$ cat config.mk
export PLATFORM = sky130hd
export DESIGN_NAME = mpu_port_check
export DESIGN_NICKNAME = d
export VERILOG_FILES = /design/src/rtl/mpu_chk_pkg.sv /design/src/rtl/mpu_port_check.sv
export SDC_FILE = /design/constraint.sdc
export NUM_CORES = 1
export LEC_CHECK = 0
export ABC_AREA = 0
export BUFFER_PORTS_ARGS = -buffer_cell sky130_fd_sc_hd__buf_2
export CORE_ASPECT_RATIO = 2
export CORE_MARGIN = 1.5
export CORE_UTILIZATION = 39
export DETAILED_ROUTE_END_ITERATION = 12
export GPL_ROUTABILITY_DRIVEN = 0
export GPL_TIMING_DRIVEN = 1
export PLACE_DENSITY = 0.76
export SLEW_MARGIN = 20
export SYNTH_ARGS = -nofsm -noshare
export SYNTH_HDL_FRONTEND = slang
export SYNTH_SLANG_ARGS = --single-unit
$ cat constraint.sdc
create_clock -name clk_i -period 1.1 [get_ports clk_i]
set_input_delay 0.11 -clock clk_i [delete_from_list [all_inputs] [get_ports clk_i]]
set_output_delay 0.11 -clock clk_i [all_outputs]
set_load 0.005 [all_outputs]
$ cat src/rtl/mpu_chk_pkg.sv
`timescale 1ns/1ps
package mpu_chk_pkg;

  typedef enum logic [1:0] {
    ACC_READ  = 2'd0,
    ACC_WRITE = 2'd1,
    ACC_EXEC  = 2'd2,
    ACC_RSVD  = 2'd3
  } acc_kind_e;

  localparam logic [1:0] CFG_START  = 2'd0;
  localparam logic [1:0] CFG_END    = 2'd1;
  localparam logic [1:0] CFG_RIGHTS = 2'd2;
  localparam logic [1:0] CFG_CTRL   = 2'd3;

  localparam int RIGHT_R = 0;
  localparam int RIGHT_W = 1;
  localparam int RIGHT_X = 2;
  localparam int RIGHT_U = 3;

  // nib: one master's rights; proc: master is a processor; sup: supervisor
  function automatic logic right_ok(logic [3:0] nib, logic [1:0] kind,
                                    logic proc, logic sup);
    logic ok;
    case (kind)
      ACC_READ:  ok = nib[RIGHT_R];
      ACC_WRITE: ok = nib[RIGHT_W];
      ACC_EXEC:  ok = proc & nib[RIGHT_X];
      default:   ok = 1'b0;
    endcase
    if (proc && !sup && !nib[RIGHT_U]) ok = 1'b0;
    return ok;
  endfunction

endpackage

$ cat src/rtl/mpu_port_check.sv
`timescale 1ns/1ps
module mpu_port_check import mpu_chk_pkg::*; #(
  parameter int NR  = 16,
  parameter int AW  = 32,
  parameter int NM  = 4,
  parameter int NPM = 2,
  localparam int MW = $clog2(NM)
) (
  input  logic           clk_i,
  input  logic           rst_ni,
  input  logic           acc_valid_i,
  input  logic [MW-1:0]  acc_master_i,
  input  logic [AW-1:0]  acc_addr_i,
  input  logic [1:0]     acc_kind_i,
  input  logic [NR-1:0]  grant_i,
  input  logic           syn_clr_i,
  output logic           chk_valid_o,
  output logic           chk_allow_o,
  output logic           chk_err_o,
  output logic           syn_valid_o,
  output logic [AW-1:0]  syn_addr_o,
  output logic [MW-1:0]  syn_master_o,
  output logic [1:0]     syn_type_o
);

  logic granted;
  logic deny;
  assign granted = |grant_i;
  assign deny    = acc_valid_i & ~granted;

  always_ff @(posedge clk_i or negedge rst_ni) begin
    if (!rst_ni) begin
      chk_valid_o  <= 1'b0;
      chk_allow_o  <= 1'b0;
      chk_err_o    <= 1'b0;
      syn_valid_o  <= 1'b0;
      syn_addr_o   <= '0;
      syn_master_o <= '0;
      syn_type_o   <= '0;
    end else begin
      chk_valid_o <= acc_valid_i;
      chk_allow_o <= acc_valid_i & granted;
      chk_err_o   <= deny;
      if (deny) begin
        syn_valid_o <= 1'b1;
        // first fault is kept; a clear in the same cycle lets the new fault in
        if (!syn_valid_o || syn_clr_i) begin
          syn_addr_o   <= acc_addr_i;
          syn_master_o <= acc_master_i;
          syn_type_o   <= acc_kind_i;
        end
      end else if (syn_clr_i) begin
        syn_valid_o <= 1'b0;
      end
    end
  end

  AST_RESULT_FOLLOWS_REQ: assert property (@(posedge clk_i) disable iff (!rst_ni)
    acc_valid_i |=> chk_valid_o);
  AST_NO_RESULT_IDLE: assert property (@(posedge clk_i) disable iff (!rst_ni)
    !acc_valid_i |=> !chk_valid_o && !chk_allow_o && !chk_err_o);
  AST_ERR_ON_DENY: assert property (@(posedge clk_i) disable iff (!rst_ni)
    chk_err_o |-> chk_valid_o && !chk_allow_o && syn_valid_o);
  AST_SYN_FROZEN: assert property (@(posedge clk_i) disable iff (!rst_ni)
    syn_valid_o && !syn_clr_i |=> syn_valid_o && $stable(syn_addr_o)
      && $stable(syn_master_o) && $stable(syn_type_o));
  AST_EXEC_PROC_ONLY: assert property (@(posedge clk_i) disable iff (!rst_ni)
    acc_valid_i && acc_kind_i == ACC_EXEC && 32'(acc_master_i) >= NPM
      |=> !chk_allow_o && chk_err_o);

endmodule

==> results.cfg <==
[pwr]
power.share.combinational_pct = 6.0
switching_share_pct = 21.8
p_per_area_mw_per_mm2 = 1100
finalPower_mw = 2.56
power_frac_seq_pct = 57.6
leakage_nw = 1.43
ir_worst_vdd_mv = 0.646
internal_power_mw = 2.00
p_sw_mw = 0.558
p_clk_share_pct = 36.5

[logic_synthesis]
synth_commonest_cells = 40 x dfrtp_1, 30 x mux2_4, 6 x mux2_2
ys.flop_type = dfrtp_1
synth_area_leaders = dfrtp_1 61%, mux2_4 28%, mux2_2 4.1%, buf_6 2.1%, nor4_1 1.5%
yosys.area.top_type_share_pct = 61.4
synthArstFlopShare_pct = 100
synthCells = 89
ys_seq_elements = 40
synth_edf_count = 0
synth_top_area_cell = dfrtp_1
synth.cell_area_mm2 = 0.00163
yosys_warnings = 0
syn_area_per_cell_um2 = 18.3
synth.most_common_cell = dfrtp_1
syn_nets = 145
yosys.cell_types.count = 10
synth-seq-area-share_pct = 61.4

[die]
num_rows = 33
ioPinCount = 96
dieArea_mm2 = 0.00460
core_mm2 = 0.00405
die_h_um = 94.4
start_util_pct = 40.3
chipWidth_um = 48.7

[placed_design]
dp.cells = 236
pre_cts_ws_ps = -464
place_area_mm2 = 0.00220
dp_hpwl_mm = 2.55
portBuffers = 95

[finish]
multi_input_area_um2 = 602
drive_gt1_share_pct = 74.9
fin_cells = 247
syn_to_final_growth_pct = 42.3
post-route-util_pct = 57.3
finish.instance_area_mm2 = 0.00232
nFillCells = 347
num_antenna_cells = 0
ff_latch_area_mm2 = 0.00100
final_nets = 250

[sta]
period_minus_slack_ps = 1260
tightest_slew_ps = 219
layout_setup_ws_ps = -155
hold_viol = 0
skew_ps = 6.08
setup_viol = 36
fin_hold_ws_ps = 48.6
rsz0062_at_grt = yes
slew_viol_final = 0
fin_setup_tns_ps = -5100
fin_crit_sh_pct = 114
max_freq_ghz = 0.797
max_slew_margin_pct = 85.3

[run]
cap_violations = 0

[detailed_routing]
route.detailed.drc = 0
wire_per_inst_um = 13.6
wirelength_mm = 3.36
drtAntennaViolNets = 0
vias = 1132
firstDrtPassIters = 4
drt_iter0_markers = 9
post_drt_via_cell_ratio = 4.58

[setup_path]
path_class = reg -> reg
r2r_end = syn_addr_o[25]$_DFFE_PN0P_
cp-start-kind = flop
worstReg2RegStart = syn_valid_o$_DFFE_PN0P_
end_kind = flop
critPathMaxFanout = 19
cp_slowest_cell = dfrtp_1
r2r_slack_ps = -160
cpPeakStageDelay_ps = 360
rr_worst_depth = 4
required_ps = 1270
crit_chain = nand2b_1 -> nand3_4 -> buf_12 -> mux2_2
cp.arrival_ps = 1430

[grt]
grt.total_usage_pct = 15.5
grt-ovfl-total = 0
antenna_found_initial = 0
grt_pass1_wl_mm = 5.34
grt_pass1_vias = 1191
grt_max_degree = 41

[cts]
clk_latency_ps = 290
clk_pin_slew_ps = 80
cts_buffers = 5
clockBufferDepth = 2
cts-htree-levels = 2
root_buffer = clkbuf_8
cts_tree = yes
cts_num_sinks = 40

[min_path]
min_from = acc_addr_i[8]
hp-class = in -> reg
hold_depth = 2
min_to = syn_addr_o[8]$_DFFE_PN0P_

[run_status]
status = complete, but fails checks
violations = negative setup slack
[metal layers]
metal  global-route usage, %  wire length, um
met5                       0                0
met4                    8.10               57
met3                    3.96              247
met2                    27.9             1800
met1                    16.4             1250
[cells in the final DEF (no fill, tap or decap)]
cell type and instances:
and2_1 1, and4_2 1, buf_12 3, buf_2 95
buf_4 1, clkbuf_8 5, clkinv_2 2, clkinv_4 1
dfrtp_1 40, dlygate4sd3_1 2, mux2_2 6, mux2_4 30
nand2b_1 2, nand3_4 1, nor2b_1 1, nor4_1 3
nor4_2 1
[power groups by stage]
stage | Sequential (mW) | Clock [mW] | Combinational (mW)
after floorplan | 1.50 | 0 | 0.00779
after global placement | 1.50 | 0 | 0.148
after detailed placement | 1.50 | 0 | 0.149
after CTS | 1.47 | 0.985 | 0.155
after global routing | 1.47 | 1.07 | 0.172
final | 1.47 | 0.934 | 0.153
[layout make-up]
| class | count | area share, % |
|---|---|---|
| clock inverter | 3 | 0.809 |
| timing repair buffer | 101 | 24.3 |
| sequential | 40 | 43.2 |
| tap | 52 | 2.81 |
| multi-input combinational | 46 | 26.0 |
| clock buffer | 5 | 2.97 |
[worst max-delay path by stage]
| stage | start | endpoint | slack [ps] | cells past startpoint |
|---|---|---|---|---|
| 2_1_floorplan | grant_i[1] | syn_addr_o[0]$_DFFE_PN0P_ | -250 | 5 |
| 3_3_place_gp | grant_i[4] | syn_addr_o[7]$_DFFE_PN0P_ | -480 | 6 |
| 3_5_place_dp | grant_i[4] | syn_addr_o[2]$_DFFE_PN0P_ | -460 | 6 |
| 4_1_cts | syn_valid_o$_DFFE_PN0P_ | syn_addr_o[25]$_DFFE_PN0P_ | -180 | 4 |
| 5_1_grt | syn_valid_o$_DFFE_PN0P_ | syn_addr_o[24]$_DFFE_PN0P_ | -210 | 4 |
| 6_report | syn_valid_o$_DFFE_PN0P_ | syn_addr_o[25]$_DFFE_PN0P_ | -160 | 4 |
[kinds of logic (layout without fill, tap and decap cells)]
kind of cell  Yosys count  count (layout)  share of synthesized area, %
buf+inv                 3             109                          2.07
flops                  40              40                          61.4
mux                    36              36                          31.8
simple gates           10              10                          4.69
[repair_timing]
action,CTS,global route
pin swaps,0,1
hold buffers,2,0
gates cloned,0,0
endpoints found under the setup margin,36,36
hold endpoints to repair,41,0
resized for setup,0,2
setup buffers,1,0
[state kept, by name, indices dropped and copies added, names as in the netlist]
name          count
chk_allow_o       1
chk_err_o         1
chk_valid_o       1
syn_addr_o       32
syn_master_o      2
syn_type_o        2
syn_valid_o       1
[worst max-delay path, delay by kind of cell (launching register included)]
| family | cells | cell delay (ps) |
|---|---|---|
| DFF | 1 | 360 |
| buffers and inverters | 1 | 180 |
| and+or+nand+nor | 2 | 240 |
| muxes | 1 | 350 |
No activity file was read; power rests on OpenSTA's default activity.
